<file path="src/rtl/irs_pkg.sv">
package irs_pkg;

    localparam int BUS_DW = 32;
    localparam int REG_DW = 16;

    localparam logic [BUS_DW-1:0] XLATE_BASE = 32'h0003_0000;
    localparam logic [BUS_DW-1:0] CMD_WRITE  = 32'd1;
    localparam logic [BUS_DW-1:0] CMD_READ   = 32'd2;

    localparam int RDY_BIT = 18;
    localparam int STAT_LO = 16;

    localparam logic [REG_DW-1:0] FAIL_WORD = 16'hFFFF;

    typedef enum logic [1:0] {
        RS_NORESP  = 2'd0,
        RS_OK      = 2'd1,
        RS_REQFAIL = 2'd2,
        RS_RSPERR  = 2'd3
    } irs_status_e;

    typedef enum logic [2:0] {
        ST_IDLE,
        ST_SET_ADDR,
        ST_SET_DATA,
        ST_SEND_CMD,
        ST_POLL,
        ST_FINISH
    } irs_state_e;

endpackage

</file>
<file path="src/rtl/irs_addr_xlate.sv">
module irs_addr_xlate
    import irs_pkg::*;
#(
    parameter int ADDR_W = 17
) (
    input  logic [ADDR_W-1:0] byte_addr,
    output logic [BUS_DW-1:0] word_val
);
    logic [ADDR_W-1:0] half_addr;
    logic [BUS_DW-1:0] half_ext;

    assign half_addr = byte_addr >> 1;

    generate
        if (ADDR_W < BUS_DW) begin : g_pad
            assign half_ext = {{(BUS_DW-ADDR_W){1'b0}}, half_addr};
        end else begin : g_trunc
            assign half_ext = half_addr[BUS_DW-1:0];
        end
    endgenerate

    assign word_val = half_ext + XLATE_BASE;

endmodule

</file>
<file path="src/rtl/irs_rdata_decode.sv">
module irs_rdata_decode
    import irs_pkg::*;
(
    input  logic [BUS_DW-1:0] rdata,
    output logic              ready,
    output logic              status_ok,
    output logic [REG_DW-1:0] field
);
    irs_status_e status;

    always_comb begin
        ready     = rdata[RDY_BIT];
        status    = irs_status_e'(rdata[STAT_LO+1:STAT_LO]);
        status_ok = (status == RS_OK);
        field     = rdata[REG_DW-1:0];
    end

endmodule

</file>
<file path="src/rtl/irs_poll_ctr.sv">
module irs_poll_ctr #(
    parameter int POLL_LIMIT = 32
) (
    input  logic clk,
    input  logic rst_n,
    input  logic clear,
    input  logic step,
    output logic last
);
    localparam int CNT_W = (POLL_LIMIT > 1) ? $clog2(POLL_LIMIT) : 1;
    localparam logic [CNT_W-1:0] CNT_LAST = CNT_W'(POLL_LIMIT - 1);

    logic [CNT_W-1:0] cnt_q;

    always_ff @(posedge clk) begin
        if (!rst_n || clear) begin
            cnt_q <= '0;
        end else if (step && cnt_q != CNT_LAST) begin
            cnt_q <= cnt_q + 1'b1;
        end
    end

    assign last = (cnt_q == CNT_LAST);

endmodule

</file>
<file path="src/rtl/irs_bus_drv.sv">
module irs_bus_drv
    import irs_pkg::*;
#(
    parameter int                BUS_AW    = 8,
    parameter logic [BUS_AW-1:0] ADDR_OFS  = 8'h10,
    parameter logic [BUS_AW-1:0] WDATA_OFS = 8'h14,
    parameter logic [BUS_AW-1:0] CMD_OFS   = 8'h18,
    parameter logic [BUS_AW-1:0] RDATA_OFS = 8'h1C
) (
    input  irs_state_e        state,
    input  logic              is_write,
    input  logic [BUS_DW-1:0] xaddr,
    input  logic [REG_DW-1:0] wdata,
    output logic              bus_valid,
    output logic              bus_write,
    output logic [BUS_AW-1:0] bus_addr,
    output logic [BUS_DW-1:0] bus_wdata
);
    always_comb begin
        bus_valid = 1'b0;
        bus_write = 1'b0;
        bus_addr  = '0;
        bus_wdata = '0;
        unique case (state)
            ST_SET_ADDR: begin
                bus_valid = 1'b1;
                bus_write = 1'b1;
                bus_addr  = ADDR_OFS;
                bus_wdata = xaddr;
            end
            ST_SET_DATA: begin
                bus_valid = 1'b1;
                bus_write = 1'b1;
                bus_addr  = WDATA_OFS;
                bus_wdata = {{(BUS_DW-REG_DW){1'b0}}, wdata};
            end
            ST_SEND_CMD: begin
                bus_valid = 1'b1;
                bus_write = 1'b1;
                bus_addr  = CMD_OFS;
                bus_wdata = is_write ? CMD_WRITE : CMD_READ;
            end
            ST_POLL: begin
                bus_valid = 1'b1;
                bus_write = 1'b0;
                bus_addr  = RDATA_OFS;
            end
            ST_IDLE, ST_FINISH: begin
                bus_valid = 1'b0;
            end
            default: begin
                bus_valid = 1'b0;
            end
        endcase
    end

endmodule

</file>
<file path="src/rtl/ind_reg_seq.sv">
module ind_reg_seq
    import irs_pkg::*;
#(
    parameter int                ADDR_W     = 17,
    parameter int                BUS_AW     = 8,
    parameter int                POLL_LIMIT = 32,
    parameter logic [BUS_AW-1:0] ADDR_OFS   = 8'h10,
    parameter logic [BUS_AW-1:0] WDATA_OFS  = 8'h14,
    parameter logic [BUS_AW-1:0] CMD_OFS    = 8'h18,
    parameter logic [BUS_AW-1:0] RDATA_OFS  = 8'h1C
) (
    input  logic              clk,
    input  logic              rst_n,
    input  logic              req_valid,
    input  logic              req_write,
    input  logic [ADDR_W-1:0] req_addr,
    input  logic [15:0]       req_wdata,
    output logic              busy,
    output logic              done,
    output logic [15:0]       rsp_data,
    output logic              rsp_timeout,
    output logic              rsp_err,
    output logic              bus_valid,
    output logic              bus_write,
    output logic [BUS_AW-1:0] bus_addr,
    output logic [31:0]       bus_wdata,
    input  logic              bus_ack,
    input  logic [31:0]       bus_rdata
);
    irs_state_e state_q, state_d;

    logic              wr_q;
    logic [BUS_DW-1:0] xaddr_q;
    logic [REG_DW-1:0] wdata_q;
    logic [BUS_DW-1:0] xaddr_new;

    logic              accept;
    logic              xfer;
    logic              rd_ready;
    logic              rd_ok;
    logic [REG_DW-1:0] rd_field;
    logic              poll_last;
    logic              poll_clear;
    logic              poll_step;

    assign accept = (state_q == ST_IDLE) && req_valid;
    assign xfer   = bus_valid && bus_ack;

    irs_addr_xlate #(.ADDR_W(ADDR_W)) u_xlate (
        .byte_addr (req_addr),
        .word_val  (xaddr_new)
    );

    irs_rdata_decode u_decode (
        .rdata     (bus_rdata),
        .ready     (rd_ready),
        .status_ok (rd_ok),
        .field     (rd_field)
    );

    assign poll_clear = (state_q != ST_POLL);
    assign poll_step  = (state_q == ST_POLL) && xfer && !rd_ready;

    irs_poll_ctr #(.POLL_LIMIT(POLL_LIMIT)) u_poll (
        .clk   (clk),
        .rst_n (rst_n),
        .clear (poll_clear),
        .step  (poll_step),
        .last  (poll_last)
    );

    irs_bus_drv #(
        .BUS_AW    (BUS_AW),
        .ADDR_OFS  (ADDR_OFS),
        .WDATA_OFS (WDATA_OFS),
        .CMD_OFS   (CMD_OFS),
        .RDATA_OFS (RDATA_OFS)
    ) u_drv (
        .state     (state_q),
        .is_write  (wr_q),
        .xaddr     (xaddr_q),
        .wdata     (wdata_q),
        .bus_valid (bus_valid),
        .bus_write (bus_write),
        .bus_addr  (bus_addr),
        .bus_wdata (bus_wdata)
    );

    // Next-state logic
    always_comb begin
        state_d = state_q;
        unique case (state_q)
            ST_IDLE:     if (accept) state_d = ST_SET_ADDR;
            ST_SET_ADDR: if (xfer)   state_d = wr_q ? ST_SET_DATA : ST_SEND_CMD;
            ST_SET_DATA: if (xfer)   state_d = ST_SEND_CMD;
            ST_SEND_CMD: if (xfer)   state_d = wr_q ? ST_FINISH : ST_POLL;
            ST_POLL:     if (xfer && (rd_ready || poll_last)) state_d = ST_FINISH;
            ST_FINISH:   state_d = ST_IDLE;
            default:     state_d = ST_IDLE;
        endcase
    end

    // State register
    always_ff @(posedge clk) begin
        if (!rst_n) state_q <= ST_IDLE;
        else        state_q <= state_d;
    end

    // Request capture and response registers
    always_ff @(posedge clk) begin
        if (!rst_n) begin
            wr_q        <= 1'b0;
            xaddr_q     <= '0;
            wdata_q     <= '0;
            rsp_data    <= '0;
            rsp_timeout <= 1'b0;
            rsp_err     <= 1'b0;
        end else begin
            if (accept) begin
                wr_q    <= req_write;
                xaddr_q <= xaddr_new;
                wdata_q <= req_wdata;
            end
            if (state_q == ST_SEND_CMD && xfer && wr_q) begin
                rsp_data    <= '0;
                rsp_timeout <= 1'b0;
                rsp_err     <= 1'b0;
            end else if (state_q == ST_POLL && xfer) begin
                if (rd_ready) begin
                    rsp_data    <= rd_ok ? rd_field : FAIL_WORD;
                    rsp_err     <= !rd_ok;
                    rsp_timeout <= 1'b0;
                end else if (poll_last) begin
                    rsp_data    <= FAIL_WORD;
                    rsp_err     <= 1'b0;
                    rsp_timeout <= 1'b1;
                end
            end
        end
    end

    assign busy = (state_q != ST_IDLE);
    assign done = (state_q == ST_FINISH);

    AST_RESET_QUIET: assert property (@(posedge clk) !rst_n |=> !busy && !done && !bus_valid);
    AST_IDLE_NO_BUS: assert property (@(posedge clk) disable iff (!rst_n) !busy |-> !bus_valid);
    AST_FIRST_ADDR: assert property (@(posedge clk) disable iff (!rst_n)
        accept |=> bus_valid && bus_write && bus_addr == ADDR_OFS);
    AST_WRITE_NO_POLL: assert property (@(posedge clk) disable iff (!rst_n)
        bus_valid && !bus_write |-> !wr_q && bus_addr == RDATA_OFS);
    AST_BUS_HOLD: assert property (@(posedge clk) disable iff (!rst_n)
        bus_valid && !bus_ack |=> bus_valid && $stable(bus_write) && $stable(bus_addr) && $stable(bus_wdata));
    AST_ERR_VALUE: assert property (@(posedge clk) disable iff (!rst_n)
        done && rsp_err |-> rsp_data == FAIL_WORD && !rsp_timeout);
    AST_TIMEOUT_VALUE: assert property (@(posedge clk) disable iff (!rst_n)
        done && rsp_timeout |-> rsp_data == FAIL_WORD && !rsp_err);
    AST_ACCEPT_BUSY: assert property (@(posedge clk) disable iff (!rst_n) accept |=> busy);
    AST_DONE_PULSE: assert property (@(posedge clk) disable iff (!rst_n) done |=> !done && !busy);

endmodule

</file>
<file path="config.mk">
export PLATFORM = sky130hd
export DESIGN_NAME = ind_reg_seq
export DESIGN_NICKNAME = d
export VERILOG_FILES = /design/src/rtl/irs_pkg.sv /design/src/rtl/irs_addr_xlate.sv /design/src/rtl/irs_rdata_decode.sv /design/src/rtl/irs_poll_ctr.sv /design/src/rtl/irs_bus_drv.sv /design/src/rtl/ind_reg_seq.sv
export SDC_FILE = /design/constraint.sdc
export NUM_CORES = 1
export LEC_CHECK = 0
export ABC_AREA = 1
export BUFFER_PORTS_ARGS = -buffer_cell sky130_fd_sc_hd__buf_4
export CAP_MARGIN = 40
export CORE_MARGIN = 2
export CORE_UTILIZATION = 49
export CTS_BUF_LIST = sky130_fd_sc_hd__clkbuf_16
export DETAILED_ROUTE_END_ITERATION = 10
export PLACE_DENSITY = 0.95
export SLEW_MARGIN = 20
export SYNTH_ARGS = -nofsm -noshare
export SYNTH_HDL_FRONTEND = slang
export SYNTH_SLANG_ARGS = --single-unit
export TNS_END_PERCENT = 10
</file>
<file path="constraint.sdc">
create_clock -name clk -period 2.9 [get_ports clk]
set_clock_uncertainty 0.15 [all_clocks]
set_input_delay 0.87 -clock clk [delete_from_list [all_inputs] [get_ports clk]]
set_output_delay 0.87 -clock clk [all_outputs]
set_load 0.01 [all_outputs]
</file>
# Word-level counts from Yosys, hierarchy flattened
# Cells that the tools add are included.
totals:
  reg_bits: 75
  latch_bits: 0
  mem_bits_rw: 0
  rom_bits: 0
  in_bits: 70
  output_inout_bits: 62
  elab_cells: 66
  memories: 0
classes:
  add_sub_neg: 2
  n_mul: 0
  div_mod_pow: 0
  n_lt_le_gt_ge: 0
  n_eq_ne: 14
  shift: 0
  mux: 20
  bitwise_logic: 1
  reduce_logical: 21
op_table:
  columns: ["op", "n"]
  rows:
  - ["$pmux 32 s3", 1]
  - ["$mux 16", 3]
  - ["$pmux 5 s4", 1]
  - ["$add 16x18->19 const B", 1]
  - ["$mux 3", 5]
  - ["$pmux 3 s5", 1]
  - ["$ne 2x2->1 const B", 5]
  - ["$logic_and 1x1->1", 8]
  - ["$mux 1", 8]
  - ["$eq 3x2->1 const B", 2]
  - ["$eq 3x3->1 const B", 2]
  - ["$add 5x1->5 const B", 1]
  - ["$eq 5x5->1 const B", 1]
  - ["$ne 5x5->1 const B", 1]
  - ["$reduce_and 5->1", 1]
  - ["$reduce_or 4->1", 1]
  - ["$eq 3x1->1 const B", 1]
  - ["$logic_not 1->1", 3]
  - ["$logic_not 3->1", 1]
  - ["$ne 3x3->1 const B", 1]
  - ["$reduce_bool 3->1", 1]
  - ["$reduce_or 3->1", 1]
  - ["$eq 2x1->1 const B", 1]
  - ["$logic_or 1x1->1", 2]
  - ["5 further kinds", 5]

# Logic depth before layout (Yosys ltp)
# Gate-level depths: netlist of the first run.
depth:
  depth_word: 7
  ltp_mapped: 10
  ltp_nobuf: 10

# Hierarchy
# From an unflattened synthesis of the first run, not the netlist that was laid out.
unflattened:
  hier_cells: 539
  hier_area_um2: 4025.1
modules_own_cells:
  columns: ["module", "n_inst", "cells_each", "area_per_inst_um2", "seq_area_each_um2"]
  rows:
  - ["ind_reg_seq", 1, 341, 2824.0, 1401.3]
  - ["irs_bus_drv", 1, 109, 554.3, 0.0]
  - ["irs_poll_ctr", 1, 36, 261.5, 100.1]
  - ["irs_addr_xlate", 1, 34, 247.7, 0.0]
  - ["irs_rdata_decode", 1, 19, 137.6, 0.0]

# Worst setup path after synthesis of the first run
# No wires, ideal clock.
synth_timing:
  path_type: "flip-flop to output port"
  startpoint: "register state_q[1]"
  endpoint: "output bus_addr[4]"
  arrival_time_ns: 1.367
  t_required_ns: 1.880
  path_slack_ns: 0.513
  stages_incl_launch_ff: 6
  path_buffers: 2
  path_cell_list: "dfxtp_1 > inv_1 > nand3_2 > clkbuf_1 > nand4_1 > buf_4"
synth_via:
  elab_chain_len: 2
  elab_cells_between_ends: 5
  classes_between: "eq/ne: 4; mux: 1"
synth_rtl:
  columns: ["element", "line_no", "text"]
  rows:
  - ["start, declared", "ind_reg_seq.sv:30", "irs_state_e state_q, state_d;"]
  - ["start signal, assigned", "ind_reg_seq.sv:106", "else state_q <= state_d;"]
  - ["$eq 3x3->1, or another cell as far along", "irs_bus_drv.sv:24", "unique case (state)"]
  - ["$pmux 5 s4 (*)", "irs_bus_drv.sv:24", null]
  - ["end, declared", "ind_reg_seq.sv:25", "output logic [BUS_AW-1:0] bus_addr,"]
# Every way passes the cells marked *; elsewhere a longest branch is shown, timed or not.

# Final worst setup path of the first run
layout_timing:
  startpoint: "register state_q[0]"
  endpoint: "output bus_wdata[0]"
layout_via:
  elab_chain_len: 2
  elab_cells_between_ends: 4
  classes_between: "eq/ne: 3; mux: 1"
layout_rtl:
  columns: ["element", "line_no", "text"]
  rows:
  - ["$eq 3x2->1 or $eq 3x1->1 (tied branches)", "irs_bus_drv.sv:24", null]
  - ["$pmux 32 s3 (*)", "irs_bus_drv.sv:24", null]
  - ["end, declared", "ind_reg_seq.sv:26", "output logic [31:0] bus_wdata,"]
# Marked as above.

==> summary by stage, run 1 <==
Finish
Of the cells placed in the final design, the portion with a size suffix greater than 1 is between 20 and 30%. The number of filler instances in the final layout is between 300 and 400. At the end of the flow, the number of nets in the layout was 515. The area added between synthesis and finish is 35.87%. The final design utilization is between 70% and 80%. Leaving out fill and tap cells, the most frequent cells in the layout are buf_4, dfxtp_1, o21ai_0.

The leading cell type in the layout, fill and taps excluded is buf_4. Once layout is done, the placed cells without fillers occupy between 3000 and 4000 um^2. The antenna diode count is 0.

Clocking
The H-tree was split into 3 levels. The maximum number of buffers from clock root to sink is 2. For the worst-skew pair, the clock arrives at the later sink with an insertion delay of 0.32 ns. The quantity of hold-fixing buffers added after cts is 0. After clock tree synthesis, the clock-pin slew on the worst setup and hold paths is roughly 0.050 ns.

TritonCTS built the clock tree. The tree is rooted in a clkbuf_16. Buffers inserted during clock tree synthesis total 9. The number of sinks driven by the clock tree is 60.

Power and ir drop
For this design the total switching power over the nets is roughly 1.0 mW. The worst ir drop on vdd is between 0.001 and 0.0015 V. The power share of the clock group is a little over a third. Summed over all cells, the static leakage comes to 1.716 nW.

The internal portion of the total power is about 2.1 mW. The power density of the placed cells is between 800 and 900 nW/um^2. The sequential share of power is roughly a third. The total chip power is 3.120 mW. The share of total power dissipated in combinational logic is between 30% and 40%. The fraction of power spent switching nets is roughly a third.

STA
In the final timing run, aggregate negative setup slack is 0 ns. Setup violations remaining at the end of the flow were counted as 0. The final critical path time including I/O delays and setup is around 2.7 ns. The achievable clock frequency is 0.3724 GHz. The final count of hold timing violations is 0. Of the available clock period, the critical path in the final layout requires 92.60%. The total count of max-transition violations in the final report is 0. Setup repair after global routing left no endpoint under its margin. At the pin with the least slew margin, the transition time is 0.5273 ns.

Headroom to the max-slew limit came out at 64.84%. The final worst setup slack is approximately 0.21 ns.

Critical path
STA classifies the critical path endpoint as an output pin. Traced cell by cell, the critical path runs through inv_1, nand3_1, buf_4, o221ai_1, buf_4. Of all nets on the critical path, the largest fanout is 20. The category of the worst setup path launch point is a flip-flop.

The number of buffers and inverters on the critical path is 3. For the worst setup path, the data arrival time is between 1.5 and 2 ns. Among all stages on the critical path, the largest delay is contributed by dfxtp_1.

The highest cell delay on the worst timing path is between 0.5 and 0.6 ns. The family with the most delay on the worst path is buffers and inverters. The classification of the worst setup path is reg -> out.

At the worst endpoint, the required time is 1.88 ns. By instance count, the cell type seen most on the critical path is buf_4.

Global routing
The total congestion overflow after global routing is 0. The via count of the first global-routing pass is between 2000 and 3000. The largest net degree at the start of global routing is 68. The first global-routing pass estimated around 11 mm of wire. The number of antenna violations at the first check in global routing is 0.

The total routing usage reported by global routing is 21.83%.

Logic synthesis
The dominant cell type by area after synthesis is dfxtp_1. The mean instance size in the synthesized netlist is approximately 7.6 um^2. The netlist uses 26 different library cells. The area of the mapped netlist is 2693 um^2.

Summing the sequential cell areas from Yosys gives between 40% and 50% of the chip area. Counting flops and latches in the post-synthesis netlist gives 60. The fraction of post-synthesis cell area in the top cell type by area is ~45%.

Sorting the synthesized cells by area gives the leading types as dfxtp_1, o21ai_0, a21oi_1. Yosys printed 0 warnings. The cell count after synthesis is between 300 and 400.

Die
The floorplan step defined a die boundary enclosing roughly 6100 um^2. The initialized floorplan defines 26 standard-cell rows. The number of I/O pins is between 100 and 150. The area inside the core boundary is 5205 um^2.

The horizontal extent of the die is roughly 80 um. The floorplan step set the die height to between 70 and 80 um. For this configuration, the core starts out at a cell density of roughly half.

Routing
Detailed routing inserted a total of between 2000 and 3000 vias. In the final routed layout, each cell accounts on average for ~13 um. After detailed routing, the number of remaining DRC violations is 0. The vias per cell is between 5 and 6.

The routed design has 6.772 mm of wire. The count of antenna-violating nets left after detailed routing is 0. The number of DRC markers in iteration 0 is approximately 150. The first TritonRoute pass finished after 5 iterations.

Placement
The HPWL after detailed placement is 4.603 mm. The placed instances occupy a cell area of around 3300 um^2. The count of buffers from port buffering is between 90 and 100.

Prior to clock tree synthesis, the placed netlist has a worst setup slack of 0.4803 ns. Routability-driven placement finished with a final weighted congestion of around 0.85.

Run status
The flow ran to the end, and the final reports show no timing, DRC or antenna violations.

Hold path
The path class of the tightest hold or removal check is reg -> reg.

Flow run
The max-capacitance violation count is 0.
[stage by stage]
step / std cells / hold WS, ns
2_1_floorplan: 371 / 0.2738
5_1_grt: 518 / 0.3178
3_5_place_dp: 502 / 0.2852
4_1_cts: 518 / 0.2930
6_report: 518 / 0.2960
3_3_place_gp: 502 / 0.2822
[state kept, by name (all words and copies together), names as in the netlist]
name,cells
rsp_data,16
rsp_err,1
rsp_timeout,1
state_q,3
u_poll.cnt_q,5
wdata_q,16
wr_q,1
xaddr_q,17
[routing by layer]
layer	routed length, um	global-route usage [%]	vias up
met5	0	0	-
met4	125	13.51	0
met3	373	3.563	12
met2	3474	39.31	102
met1	2799	23.84	1247
li1	-	-	1295
[final timing paths]
path	end	cells past startpoint	from	slack (ns)
setup / recovery	bus_wdata[0]	5	state_q[0]$_SDFFE_PN0P_	0.21
hold / removal	xaddr_q[1]$_SDFFE_PN0P_	2	xaddr_q[1]$_SDFFE_PN0P_	0.30
setup reg to reg	state_q[1]$_SDFFE_PN0P_	10	u_poll.cnt_q[1]$_SDFFE_PP0P_	0.88
hold reg to reg	xaddr_q[1]$_SDFFE_PN0P_	2	xaddr_q[1]$_SDFFE_PN0P_	0.30
[cell usage after synthesis]
cell type  instances
nand3_1            7
nand3_2            3
o221ai_1           2
nor3_1             4
inv_1             48
buf_4             24
dfxtp_1           60
buf_6              2
nor2_4             3
nand4_1            1
inv_2              2
nor3_2             1
o21ai_1            1
ha_1               2
o21ai_2            1
nand2_2            3
o22ai_1           14
a21oi_1           42
clkbuf_1           7
nor2_1            45
o21ai_0           55
inv_4              1
conb_1             1
nand2_1           16
buf_2              6
nand2_4            2
[timing repair]
item,4_1_cts,5_1_grt
setup endpoints to repair,0,1
buffers inserted,0,0
gates resized for setup,0,1
[logic make-up (layout without fill, tap and decap cells)]
kind of cell             count (synthesis)  after routing  share of synthesized area (%)
AO/OA/AOI/OAI                          115            115                          22.44
buffers and inverters                   90            167                          16.82
AND/OR/NAND/NOR                         85             85                          15.06
flip-flops                              60             60                          44.61
adder cells (fa/ha/maj)                  2              2                         0.9292
other                                    1             19                         0.1393
[layout make-up]
cell class                 instances  area, um^2  area share, %
timing repair buffer             100       750.7          20.52
inverter                          51       193.9          5.301
multi-input combinational        221        1119          30.57
tap                               70       87.58          2.394
clock buffer                       9       225.2          6.156
clock inverter                     7       81.33          2.223
sequential                        60        1201          32.83
[worst min-delay path, cell delays in order (launching register included)]
cell	delay (ns)
dfxtp_1	0.31
inv_1	0.05
a21oi_1	0.05
[power by group through the flow]
stage               combinational [mW]  sequential, mW  clock (mW)
CTS                              0.951            1.07        1.10
global placement                 0.908            1.08           0
finish                           0.961            1.08        1.08
floorplan                        0.644            1.07           0
global route                      1.06            1.09        1.13
detailed placement               0.937            1.09           0
(Power assumes the default switching activity.)
==> inputs of run 2 (changes only) <==
--- a/config.mk
+++ b/config.mk
@@ -13,6 +13,7 @@
 export CTS_BUF_LIST = sky130_fd_sc_hd__clkbuf_16
 export DETAILED_ROUTE_END_ITERATION = 10
 export PLACE_DENSITY = 0.95
+export SKIP_CTS_REPAIR_TIMING = 1
 export SLEW_MARGIN = 20
 export SYNTH_ARGS = -nofsm -noshare
 export SYNTH_HDL_FRONTEND = slang
==> constraint.sdc (replaced) <==
create_clock -name clk -period 3.3 [get_ports clk]
set_clock_uncertainty 0.15 [all_clocks]
set_input_delay 0.99 -clock clk [delete_from_list [all_inputs] [get_ports clk]]
set_output_delay 0.99 -clock clk [all_outputs]
set_load 0.01 [all_outputs]
==> run 2 against run 1 <==
  * Critical path depth down 1
  * Total power down 18%
  * Clock power shrank 28%
  * Global-route usage increased by 1.3 points
  * Combinational power down 12%
  * Sequential share of layout area increased by 0.58 points
  * Die area is the same
  * Register-to-register slack improved by 0.42 ns
  * Non-clock buffer count stayed put
  * Via count fell by 2.0%
  * Hold slack improved by 0.0054 ns
  * Setup slack better by 0.057 ns
==> summary by stage, run 2 (same netlist as run 1, synthesis figures left out) <==
Run status
The flow ran to the end, and the final reports show no timing, DRC or antenna violations.

Critical path
The count of buffering cells on the critical path with inverters included is 2 (-1). The critical path in this run is classified as reg -> out. The highest cell delay on the worst timing path is 0.47 ns (-0.06 ns). The worst endpoint data arrival time is 1.89 ns (+0.22 ns).

The kind of cell with the highest combined delay along the critical path is buffers and inverters. The most repeated library cell on the critical path is buf_4. STA classifies the critical path endpoint as an output pin. STA classifies the critical path startpoint as a flip-flop. The highest fanout seen on the critical path is 12 (-40%). The critical path goes through nand3_1, buf_4, o221ai_1, buf_4.

The critical-path cell with the highest stage delay is dfxtp_1. The required arrival time at the worst endpoint is 2.16 ns (+0.28 ns).

STA
The final count of hold timing violations is 0 (unchanged). The actual transition at the worst max-transition pin was 0.5435 ns (+0.01619 ns). The final critical path time including I/O delays and setup is 3.028 ns. The headroom to the max-slew limit is 63.77% (-1.1 points).

The total count of max-transition violations in the final report is 0 (unchanged). The total setup violations reported at the end of the flow is 0 (unchanged). The accumulated negative setup slack was 0 ns (unchanged). Setup repair after global routing left no endpoint under its margin.

In the finished design, the share of the clock period the worst path needs comes to roughly nine tenths. Timing would allow up to around 0.33 GHz.

Routing
The vias per cell is 5.035 (-1.8%). The final routed wire length divided by cell count is 12.95 um (-0.96%). The count of antenna-violating nets left after detailed routing was 0 (unchanged). The number of DRC markers in iteration 0 came to 133 (-12%). The count of vias placed by the detailed router is 2603 (-2.0%). The final routed wirelength across all metal layers is 6.694 mm (-1.2%). The total DRC errors in the routed layout was 0 (unchanged). The first-pass detailed-route iteration total was 4 (-1).

Clocking
The CTS tree is yes. The number of buffers created by CTS is 9 (unchanged). The root buffer selected by CTS is clkbuf_16. The clock latency on the worst-skew pair came to 0.32 ns (about the same). The number of sinks driven by the clock tree is 60 (unchanged).

The number of levels in the clock H-tree is 3 (unchanged). The maximum number of buffers from clock root to sink came to 2 (unchanged). The clock-pin slew of the registers on the worst-case setup and hold paths is 0.05 ns (about the same).

Global routing
The number of antenna violations at the first check in global routing is 0 (unchanged). The largest net degree at the start of global routing is 68 (unchanged). The via count of the first global-routing pass is 2496 (-1.1%).

The total routing usage reported by global routing is 23.13% (+1.3 points). The total congestion overflow after global routing was 0 (unchanged). The first-pass GRT wire length is 11.26 mm (+6.6%).

Die
The number of cell rows is 26 (unchanged). The die boundary height came to 78.13 um (unchanged). The area of the die is 6104 um^2 (unchanged). The horizontal extent of the die is 78.13 um (unchanged). The effective utilization at floorplan is 51.73% (unchanged). The area inside the core boundary is 5205 um^2 (unchanged).

The number of I/O pins is 132 (unchanged).

Power and ir drop
The power share of the clock group came to 30.3% (-4.4 points). The total chip power is 2.566 mW (-18%). The combinational cell fraction of total power is 32.9% (+2.1 points).

The fraction of power spent switching nets came to 33.81% (+1.7 points). The design internal power is 1.698 mW (-20%). The static leakage is 1.696 nW (-1.2%).

The reported net switching power was 0.8676 mW (-13%). The worst ir drop on vdd was 0.0006474 V (-36%). The power density of the placed cells is 713.8 nW/um^2 (-16%).

The sequential share of power came to 36.8% (+2.3 points).

Finish
The layout cell share with drive strength beyond 1 is 28.64% (-0.38 points). Leaving out fill and tap cells, the most frequent cells in the layout are buf_4, dfxtp_1, o21ai_0. Counting flops per register, the top entry is xaddr_q. The register area is 1201 um^2 (unchanged). The count of nets after finishing was 515 (unchanged). The largest registers in the layout are xaddr_q (17), rsp_data (16), wdata_q (16). The multi-input combinational cell area came to 1111 um^2 (-0.67%). The antenna diode count is 0 (unchanged).

The number of flip-flops in the largest register came to 17 (unchanged). Leaving out fill and tap cells, the most frequent cell in the layout is buf_4. The final design utilization is 69.06% (-1.2 points). The number of filler instances in the final layout is 398 (+3.1%). The final design instance area without fill is 3595 um^2 (-1.7%). The area added between synthesis and finish is 33.50%.

Placement
The count of buffers from port buffering is 98 (unchanged). The final HPWL from detailed placement came to 4.610 mm (+0.15%). The placer's final routability congestion estimate was 0.8624 (+1.9%). The total cell area at the placement stage is 3344 um^2 (unchanged).

Flow run
The max-capacitance violation count is 0 (unchanged).

Hold path
The type of the most critical hold path is reg -> reg.
-- run 2: cell count changes in the layout (fill, tap and decap cells not counted) --
cell	previous run	this run
clkinv_1	3	2
nand3_4	1	0
inv_1	48	50
bufinv_16	2	0
nand3_2	3	4
-- run 2: path summary, 6_finish.rpt --
check                               startpoint                            to  slack, ns  cells past startpoint
hold reg to reg        xaddr_q[1]$_SDFFE_PN0P_       xaddr_q[1]$_SDFFE_PN0P_       0.30                      2
setup / recovery       state_q[1]$_SDFFE_PN0P_                  bus_wdata[1]       0.27                      4
setup reg to reg  u_poll.cnt_q[1]$_SDFFE_PP0P_  u_poll.cnt_q[3]$_SDFFE_PP0P_       1.30                     10
hold / removal         xaddr_q[1]$_SDFFE_PN0P_       xaddr_q[1]$_SDFFE_PN0P_       0.30                      2
-- run 2: power by group through the flow --
stage / Combinational, mW / Clock, mW / Sequential [mW]
2_1_floorplan: 0.566 / 0 / 0.943
3_3_place_gp: 0.799 / 0 / 0.946
3_5_place_dp: 0.832 / 0 / 0.954
4_1_cts: 0.843 / 0.793 / 0.942
5_1_grt: 0.940 / 0.825 / 0.955
6_report: 0.844 / 0.777 / 0.945
-- run 2: layout make-up --
type	instances	area share (%)
Tap cell	70	2.436
Clock buffer	9	6.265
Timing Repair Buffer	100	20.88
Clock inverter	6	0.6961
Inverter	51	5.395
Sequential cell	60	33.41
Multi-Input combinational cell	221	30.91
-- run 2: per-stage QoR --
step | hold slack (ns) | worst slack (ns) | instances
2_1_floorplan | 0.2738 | 0.7926 | 371
3_3_place_gp | 0.2818 | 0.6898 | 502
3_5_place_dp | 0.2858 | 0.6125 | 502
4_1_cts | 0.2933 | 0.2736 | 517
5_1_grt | 0.3154 | 0.1657 | 517
6_report | 0.3014 | 0.2721 | 517
-- run 2: metal layers --
metal	GRT usage, %	wire (um)	vias up
met3	4.138	401	17
met2	40.95	3424	112
met5	0	0	-
li1	-	-	1292
met1	26.88	2716	1182
met4	11.23	152	0
-- run 2: worst register-to-register path: stages (launching register included) --
cell and delay (ns):
dfxtp_1 0.32, ha_1 0.19, inv_1 0.07, nor3_1 0.06, ha_1 0.17, nor2_1 0.36
nand3_2 0.19, inv_1 0.17, nand2_1 0.08, nand2_1 0.07, a21oi_1 0.06
